[config.mk]
export PLATFORM = sky130hd
export DESIGN_NAME = aud_ser_fmt
export DESIGN_NICKNAME = d
export VERILOG_FILES = /design/src/rtl/aud_ser_pkg.sv /design/src/rtl/aud_ser_sync.sv /design/src/rtl/aud_ser_timer.sv /design/src/rtl/aud_ser_shift.sv /design/src/rtl/aud_ser_fmt.sv
export SDC_FILE = /design/constraint.sdc
export NUM_CORES = 1
export LEC_CHECK = 0
export CAP_MARGIN = 30
export CELL_PAD_IN_SITES_DETAIL_PLACEMENT = 0
export CELL_PAD_IN_SITES_GLOBAL_PLACEMENT = 1
export CORE_MARGIN = 2
export CORE_UTILIZATION = 38
export CTS_CLUSTER_DIAMETER = 100
export CTS_CLUSTER_SIZE = 24
export DETAILED_ROUTE_END_ITERATION = 10
export GPL_TIMING_DRIVEN = 1
export PLACE_DENSITY_LB_ADDON = 0.2
export SYNTH_ARGS = -nofsm -noshare
export SYNTH_HDL_FRONTEND = slang
export SYNTH_SLANG_ARGS = --single-unit
[constraint.sdc]
create_clock -name clk -period 1.9 [get_ports clk]
set_input_delay 0.38 -clock clk [delete_from_list [all_inputs] [get_ports clk]]
set_output_delay 0.38 -clock clk [all_outputs]
set_load 0.01 [all_outputs]
[src/rtl/aud_ser_pkg.sv]
package aud_ser_pkg;
    typedef enum logic {
        FMT_SLOT32 = 1'b0,
        FMT_SLOT24 = 1'b1
    } slot_fmt_e;
endpackage

[src/rtl/aud_ser_sync.sv]
module aud_ser_sync #(
    parameter int STAGES = 2
) (
    input  logic clk,
    input  logic rst_n,
    input  logic async_in,
    output logic rise
);
    typedef struct packed {
        logic [STAGES-1:0] chain;
        logic              prev;
    } sync_t;

    sync_t s_q, s_d;

    always_comb begin
        s_d       = s_q;
        s_d.chain = {s_q.chain[STAGES-2:0], async_in};
        s_d.prev  = s_q.chain[STAGES-1];
    end

    always_ff @(posedge clk or negedge rst_n) begin
        if (!rst_n) s_q <= '0;
        else        s_q <= s_d;
    end

    assign rise = s_q.chain[STAGES-1] & ~s_q.prev;
endmodule

[src/rtl/aud_ser_timer.sv]
module aud_ser_timer
    import aud_ser_pkg::*;
#(
    parameter int FRAME_CLKS = 384,
    parameter int LONG_SLOT  = 32,
    parameter int SHORT_SLOT = 24,
    localparam int HALF      = FRAME_CLKS / 2,
    localparam int BL_LONG   = HALF / LONG_SLOT,
    localparam int BL_SHORT  = HALF / SHORT_SLOT,
    localparam int BL_MAX    = (BL_LONG > BL_SHORT) ? BL_LONG : BL_SHORT,
    localparam int CNT_W     = $clog2(FRAME_CLKS),
    localparam int PH_W      = (BL_MAX > 1) ? $clog2(BL_MAX) : 1,
    localparam int IDX_W     = $clog2(LONG_SLOT)
) (
    input  logic             clk,
    input  logic             rst_n,
    input  logic             frame_rise,
    input  logic             fmt_in,
    output logic [CNT_W-1:0] cnt,
    output logic [IDX_W-1:0] idx,
    output logic             run,
    output logic             good,
    output logic             mode,
    output logic             take,
    output logic             ld_right,
    output logic             shift_en
);
    localparam logic [CNT_W-1:0] LAST_C = CNT_W'(FRAME_CLKS - 1);
    localparam logic [CNT_W-1:0] PRE_HALF_C = CNT_W'(HALF - 1);

    typedef struct packed {
        logic [CNT_W-1:0] cnt;
        logic [PH_W-1:0]  ph;
        logic [IDX_W-1:0] idx;
        logic             run;
        logic             good;
        slot_fmt_e        mode;
        logic             take;
    } tstate_t;

    tstate_t t_q, t_d;
    logic [PH_W-1:0] bl_last;
    logic at_last, advance;

    always_comb begin
        bl_last  = (t_q.mode == FMT_SLOT24) ? PH_W'(BL_SHORT - 1) : PH_W'(BL_LONG - 1);
        at_last  = (t_q.cnt == LAST_C);
        advance  = t_q.run && !at_last && !frame_rise;
        t_d      = t_q;
        t_d.take = 1'b0;
        ld_right = 1'b0;
        shift_en = 1'b0;
        if (frame_rise) begin
            t_d.cnt  = '0;
            t_d.ph   = '0;
            t_d.idx  = '0;
            t_d.run  = 1'b1;
            t_d.good = !t_q.run || at_last;
            t_d.mode = slot_fmt_e'(fmt_in);
            t_d.take = 1'b1;
        end else if (advance) begin
            t_d.cnt = t_q.cnt + 1'b1;
            if (t_q.cnt == PRE_HALF_C) begin
                t_d.ph   = '0;
                t_d.idx  = '0;
                ld_right = 1'b1;
            end else if (t_q.ph == bl_last) begin
                t_d.ph   = '0;
                t_d.idx  = t_q.idx + 1'b1;
                shift_en = 1'b1;
            end else begin
                t_d.ph = t_q.ph + 1'b1;
            end
        end
    end

    always_ff @(posedge clk or negedge rst_n) begin
        if (!rst_n) t_q <= '0;
        else        t_q <= t_d;
    end

    assign cnt  = t_q.cnt;
    assign idx  = t_q.idx;
    assign run  = t_q.run;
    assign good = t_q.good;
    assign mode = t_q.mode;
    assign take = t_q.take;
endmodule

[src/rtl/aud_ser_shift.sv]
module aud_ser_shift #(
    parameter int SMP_W = 24
) (
    input  logic             clk,
    input  logic             rst_n,
    input  logic             load_frame,
    input  logic [SMP_W-1:0] left_in,
    input  logic [SMP_W-1:0] right_in,
    input  logic             ld_right,
    input  logic             shift_en,
    output logic             msb
);
    typedef struct packed {
        logic [SMP_W-1:0] sh;
        logic [SMP_W-1:0] rhold;
    } shift_t;

    shift_t s_q, s_d;

    always_comb begin
        s_d = s_q;
        if (load_frame) begin
            s_d.sh    = left_in;
            s_d.rhold = right_in;
        end else if (ld_right) begin
            s_d.sh = s_q.rhold;
        end else if (shift_en) begin
            s_d.sh = {s_q.sh[SMP_W-2:0], 1'b0};
        end
    end

    always_ff @(posedge clk or negedge rst_n) begin
        if (!rst_n) s_q <= '0;
        else        s_q <= s_d;
    end

    assign msb = s_q.sh[SMP_W-1];
endmodule

[src/rtl/aud_ser_fmt.sv]
module aud_ser_fmt #(
    parameter int SMP_W      = 24,
    parameter int FRAME_CLKS = 384,
    parameter int LONG_SLOT  = 32,
    parameter int SHORT_SLOT = 24,
    parameter int SYNC_STG   = 2
) (
    input  logic             clk,
    input  logic             rst_n,
    input  logic             wclk,
    input  logic             fmt_sel,
    input  logic [SMP_W-1:0] left_smp,
    input  logic [SMP_W-1:0] right_smp,
    output logic             sdata,
    output logic             smp_take
);
    localparam int CNT_W = $clog2(FRAME_CLKS);
    localparam int IDX_W = $clog2(LONG_SLOT);

    logic             frame_rise;
    logic [CNT_W-1:0] t_cnt;
    logic [IDX_W-1:0] t_idx;
    logic             t_run, t_good, t_mode;
    logic             ld_right, shift_en, sh_msb;

    aud_ser_sync #(.STAGES(SYNC_STG)) sync_i (
        .clk(clk), .rst_n(rst_n), .async_in(wclk), .rise(frame_rise)
    );

    aud_ser_timer #(
        .FRAME_CLKS(FRAME_CLKS), .LONG_SLOT(LONG_SLOT), .SHORT_SLOT(SHORT_SLOT)
    ) timer_i (
        .clk(clk), .rst_n(rst_n), .frame_rise(frame_rise), .fmt_in(fmt_sel),
        .cnt(t_cnt), .idx(t_idx), .run(t_run), .good(t_good), .mode(t_mode),
        .take(smp_take), .ld_right(ld_right), .shift_en(shift_en)
    );

    aud_ser_shift #(.SMP_W(SMP_W)) shift_i (
        .clk(clk), .rst_n(rst_n), .load_frame(frame_rise),
        .left_in(left_smp), .right_in(right_smp),
        .ld_right(ld_right), .shift_en(shift_en), .msb(sh_msb)
    );

    assign sdata = t_run & t_good & (t_idx < IDX_W'(SMP_W)) & sh_msb;
endmodule

# == After elaboration in Yosys (flattened, before gate mapping) ==
# Index checks and enable logic that the tools add are counted.
# op_classes
n_addsub,3
n_mul,0
n_div,0
n_lt_le_gt_ge,1
n_eq_ne,3
n_shift,0
muxes,17
bitwise_logic,5
reduce_logical,10
# op_table
op,count
24-bit two-way mux,3
17-bit two-way mux,2
9-bit by 1-bit adder with 9-bit output (second input constant),1
9-bit by 8-bit == test with 1-bit output (second input constant),1
9-bit == test (second input constant),1
1-bit two-way mux,8
8-bit two-way mux,1
3-bit nonzero test,2
5-bit by 1-bit adder with 5-bit output (second input constant),1
5-bit less-than comparator (second input constant),1
5-bit two-way mux,1
1-bit bitwise AND,4
3-bit by 1-bit adder with 3-bit output (second input constant),1
3-bit == test,1
1-bit zero test,3
3-bit two-way mux,1
1-bit logical AND,2
2-bit two-way mux,1
2-bit AND reduction,1
2-bit nonzero test,1
1-bit logical OR,1
1-bit NOT,1
# word_totals
regBits,72
latch_bits,0
ram_bits,0
romBits,0
input_bits,52
out_inout_bits,2
wordCells,50
n_memories,0

# == Depth between registers and ports, before layout ==
# logic_depth
word_depth,9
depth_mapped,7
ltp_nobuf,6

# == Cells and area by module ==
# Synthesis repeated with hierarchy kept, for this count alone.
# unflattened
cells_unflattened,318
area_unflattened_um2,3562.2
# by_module_without_submodules
module,instances,cells_each,area_per_inst_um2,seq_area_each_um2
aud_ser_shift,1,186,2219.6,1201.2
aud_ser_timer,1,126,1239.9,525.5
aud_ser_sync,1,4,88.8,75.1
aud_ser_fmt,1,2,13.8,0.0

# == Worst setup path before layout ==
# OpenSTA, ideal clock, no wires.
# synth_timing
path_kind,reg2reg
from,register timer_i.t_q (netlist bit timer_i.cnt[6])
to,register shift_i.s_q[27] in the netlist's numbering
setup_ns,0.126
arrival_time_ns,1.964
t_required_ns,1.774
setup_slack_ns,-0.190
stages_incl_launch_ff,6
n_path_buf,1
synth_period_minus_slack_ns,2.090
cell_sequence,dfrtp_1 -> or3b_4 -> nor3_4 -> buf_4 -> mux2_2 -> a221o_1
# synth_via
elab_chain_len,8
elab_cells_between_ends,14
cone_classes,eq/ne: 2; mux: 8; reduce/logical: 4
# synth_rtl
item,line_no,rtl
"start, declared",aud_ser_timer.sv:41,"tstate_t t_q, t_d;"
"start signal, assigned",aud_ser_timer.sv:79,else t_q <= t_d;
9-bit == test,aud_ser_timer.sv:47,at_last = (t_q.cnt == LAST_C);
1-bit zero test,aud_ser_timer.sv:48,advance = t_q.run && !at_last && !frame_rise;
1-bit logical AND (2 in a row),aud_ser_timer.sv:48,
1-bit two-way mux,aud_ser_timer.sv:61,end else if (advance) begin
1-bit two-way mux,aud_ser_timer.sv:53,if (frame_rise) begin
24-bit two-way mux,aud_ser_shift.sv:25,end else if (ld_right) begin
24-bit two-way mux,aud_ser_shift.sv:22,if (load_frame) begin
"end signal, assigned",aud_ser_shift.sv:33,if (!rst_n) s_q <= '0;
"end signal, assigned",aud_ser_shift.sv:34,else s_q <= s_d;
"end, declared",aud_ser_shift.sv:18,"shift_t s_q, s_d;"
# Parallel ways exist; a longest one is shown, timed or not.
# A chain may end at the register's enable or synchronous reset.

# == Worst setup path after layout ==
# layout_timing
from,register timer_i.t_q (netlist bit timer_i.cnt[6])
to,register shift_i.s_q[32] in the netlist's numbering
# The elaborated chain is that of the path after synthesis.

==> summary.txt <==
Status -> complete, but fails checks
Failing checks -> negative setup slack
Sequential fraction of the synthesis area -> 0.530
Clk sink count -> 72
H-tree depth -> 3
Crit path max fanout -> 5
Fin crit period -> 2.00 ns
Gr usage total -> 0.168
Mean Syn Cell Area -> 10.4 sq um
Clk_lat worst skew -> 0.34 ns
First-pass GRT wire length -> 12,900 microns
Inserted Clock Buffers -> 9
Final Cell Area -> 0.00463 sq mm
Initial antenna violation count -> 0
Synthesis-to-finish area growth -> 36.3%
Core Area -> 0.00868 sq mm
Final worst path period share -> 1.05
Largest net degree at the start of global routing -> 40
Vias per cell -> 5.16
Residual DRC -> 0
Worst hold slack -> 0.0207 ns
DR WL/cell -> 15.1 microns
IO Pins -> 54
Max VDD drop -> 506 uV
Grt peak-use layer -> met2
Unrepaired setup endpoints after global routing -> true
Critical Path RT -> 2.13 ns
Max-cap violations -> 0
Synth Warn # -> 0
Port buffer count -> 53
Syn_nets -> 381
Starting density of the core -> 0.391
Crit end category -> flop
Worst-margin pin slew -> 0.539 ns
Synth Instances -> 326
Reg clk slew, reported paths -> 0.07 ns
Yosys reg bits -> 72
Lkg Pwr -> 0.00215 uW
CTS tree -> done
Critical path type -> reg2reg
Routability Congestion -> 0.758
1st-iter DRT viols -> 120
Clk buf depth -> 2
Arrival @ worst endpoint -> 2.23 ns
Met2 Use GR -> 0.262
Die Height -> 98.6 microns
Vias in the first global route -> 2,682
Worst setup margin -> -0.104 ns
Library cells used by synthesis -> 41
Routing usage on met1 -> 0.229
Fmax -> 499 MHz
Ant. Diodes -> 0
Pwr dens -> 961 mW/mm^2
# rows -> 34
Wirelength, routed -> 7830 microns
Antenna-violating nets left -> 0
Max-slew violation count -> 0
Final setup viols -> 23
TritonRoute pass-1 iters -> 4
Area after DPL -> 0.00430 sq mm
Congestion Overflow GR -> 0
Non-filler instance count after layout -> 518
Full die area -> 0.00971 sq mm
Placed cells -> 498
Layout cells sized above 1 -> 0.198
Clock Skews -> 0.0135 ns
Syn Std Cell Area -> 0.00340 sq mm
Final Hold Vio Count -> 0
Met3 Track Usage GR -> 0.0546
Final layout net count -> 460
Hold WC Path Type -> in2async
Clock root buffer -> clkbuf_8
Die X -> 98.6 microns
Total vias in the final route -> 2,672
Startpoint types -> flop
HPWL Detailed -> 5230 microns
Rel. slew slack -> 0.641
[cell families (layout without fill, tap and decap cells)]
kind of cell               count (synthesis)  after routing  share of synthesized area
buffers and inverters                     21            103                     0.0313
AOI/OAI and AO/OA                         50             52                      0.121
adders and majority gates                  3              3                     0.0111
and+or+nand+nor                          149            149                      0.209
muxes                                     24             24                     0.0792
xor gates and xnor gates                   7              7                     0.0180
DFF                                       72             72                      0.530
[path summary, 6_finish.rpt]
check	endpoint	slack [ns]	start	cells past startpoint
max	shift_i.s_q[32]	-0.10	timer_i.cnt[6]	6
min	timer_i.t_q[11]	0.02	rst_n	1
max reg2reg	shift_i.s_q[32]	-0.10	timer_i.cnt[6]	6
min reg2reg	sync_i.s_d[0]	0.36	sync_i.s_d[2]	0
max in group asynchronous	shift_i.s_q[35]	1.32	rst_n	2
min in group clk	sync_i.s_d[0]	0.36	sync_i.s_d[2]	0
[per-stage QoR]
stage	utilization	setup TNS, ns	worst slack [ns]	total power (uW)
3_3_place_gp	0.496	-1.02	-0.0819	3020
4_1_cts	0.524	-1.64	-0.114	4460
6_report	0.533	-1.67	-0.104	4450
5_1_grt	0.533	-3.51	-0.170	4720
2_1_floorplan	-	-1.99	-0.107	2660
3_5_place_dp	0.496	-1.37	-0.107	3050
[where the power goes]
group | internal, uW | total [uW] | leakage [uW] | switching, uW
clock | 815 | 1400 | 0.000113 | 585
sequential | 1830 | 2020 | 0.000901 | 195
combinational | 637 | 1030 | 0.00114 | 391
total | 3280 | 4450 | 0.00215 | 1170
[sequential cells by signal, indices dropped and copies added (netlist names), 2 cells and up]
name	flops
shift_i.s_q	47
timer_i.idx	5
timer_i.cnt	9
sync_i.s_d	2
timer_i.t_q	3
[layout make-up]
type,instances,area [sq um]
fill,803,4050
sequential,72,1800
multi-input combinational,235,1620
timing repair buffer,84,835
clock buffer,12,155
tap,108,135
clock inverter,4,76.3
inverter,3,11.3
[synth_stat cells, drive strengths merged]
library cell,count,area [sq um]
o21a,1,15.0
dfrtp,72,1800
nor3b,1,7.51
ha,3,37.5
and2,24,150
nor4,1,6.26
clkbuf,10,37.5
a211o,1,8.76
nand3,6,30.0
a21oi,6,30.0
or3,1,6.26
o21ai,9,45.0
nor2b,1,6.26
nand4b,1,8.76
o31ai,3,22.5
xnor2,6,52.6
nand2b,3,18.8
a31oi,1,6.26
a221o,23,230
o41ai,1,8.76
nor3,7,62.6
inv,3,11.3
and3,2,12.5
xor2,1,8.76
nand3b,1,7.51
a32o,1,10.0
a22o,1,8.76
nand4,2,12.5
or3b,1,11.3
a21o,1,7.51
nor2,14,55.1
buf,8,57.6
mux2,23,259
a41oi,2,17.5
mux2i,1,10.0
nand2,84,315
[layout by cell type, fill, tap and decap left out, types with 11 or more instances in the layout]
cell type        Yosys  routed
mux2_4               0      21
buf_4                2      25
nor2_1              13      13
clkbuf_8             0      11
dfrtp_1             72      72
a221o_1             23      23
and2_1              24      24
nand2_1             84      84
clkdlybuf4s50_1      0      51
[critical path: stages, from the launching register on]
cell and delay, ns:
dfrtp_1 0.38, or3b_4 0.41, nor3_4 0.21, buf_6 0.16, clkbuf_16 0.15, mux2_4 0.29, a221o_1 0.29
[what timing repair did]
item	4_1_cts	5_1_grt
gates cloned	0	3
setup endpoints to repair	23	28
gates resized for setup	5	10
pin swaps	1	5
hold buffers	0	0
endpoints found under the hold margin	0	0
setup buffers	0	1
[per-layer routing]
layer / share of wire / wire, microns / up-vias
met5: 0 / 0 / -
met1: 0.47 / 3710 / 1312
met4: 0.012 / 91 / 0
met3: 0.048 / 372 / 9
met2: 0.47 / 3650 / 61
li1: - / - / 1290
(Power assumes the default switching activity.)
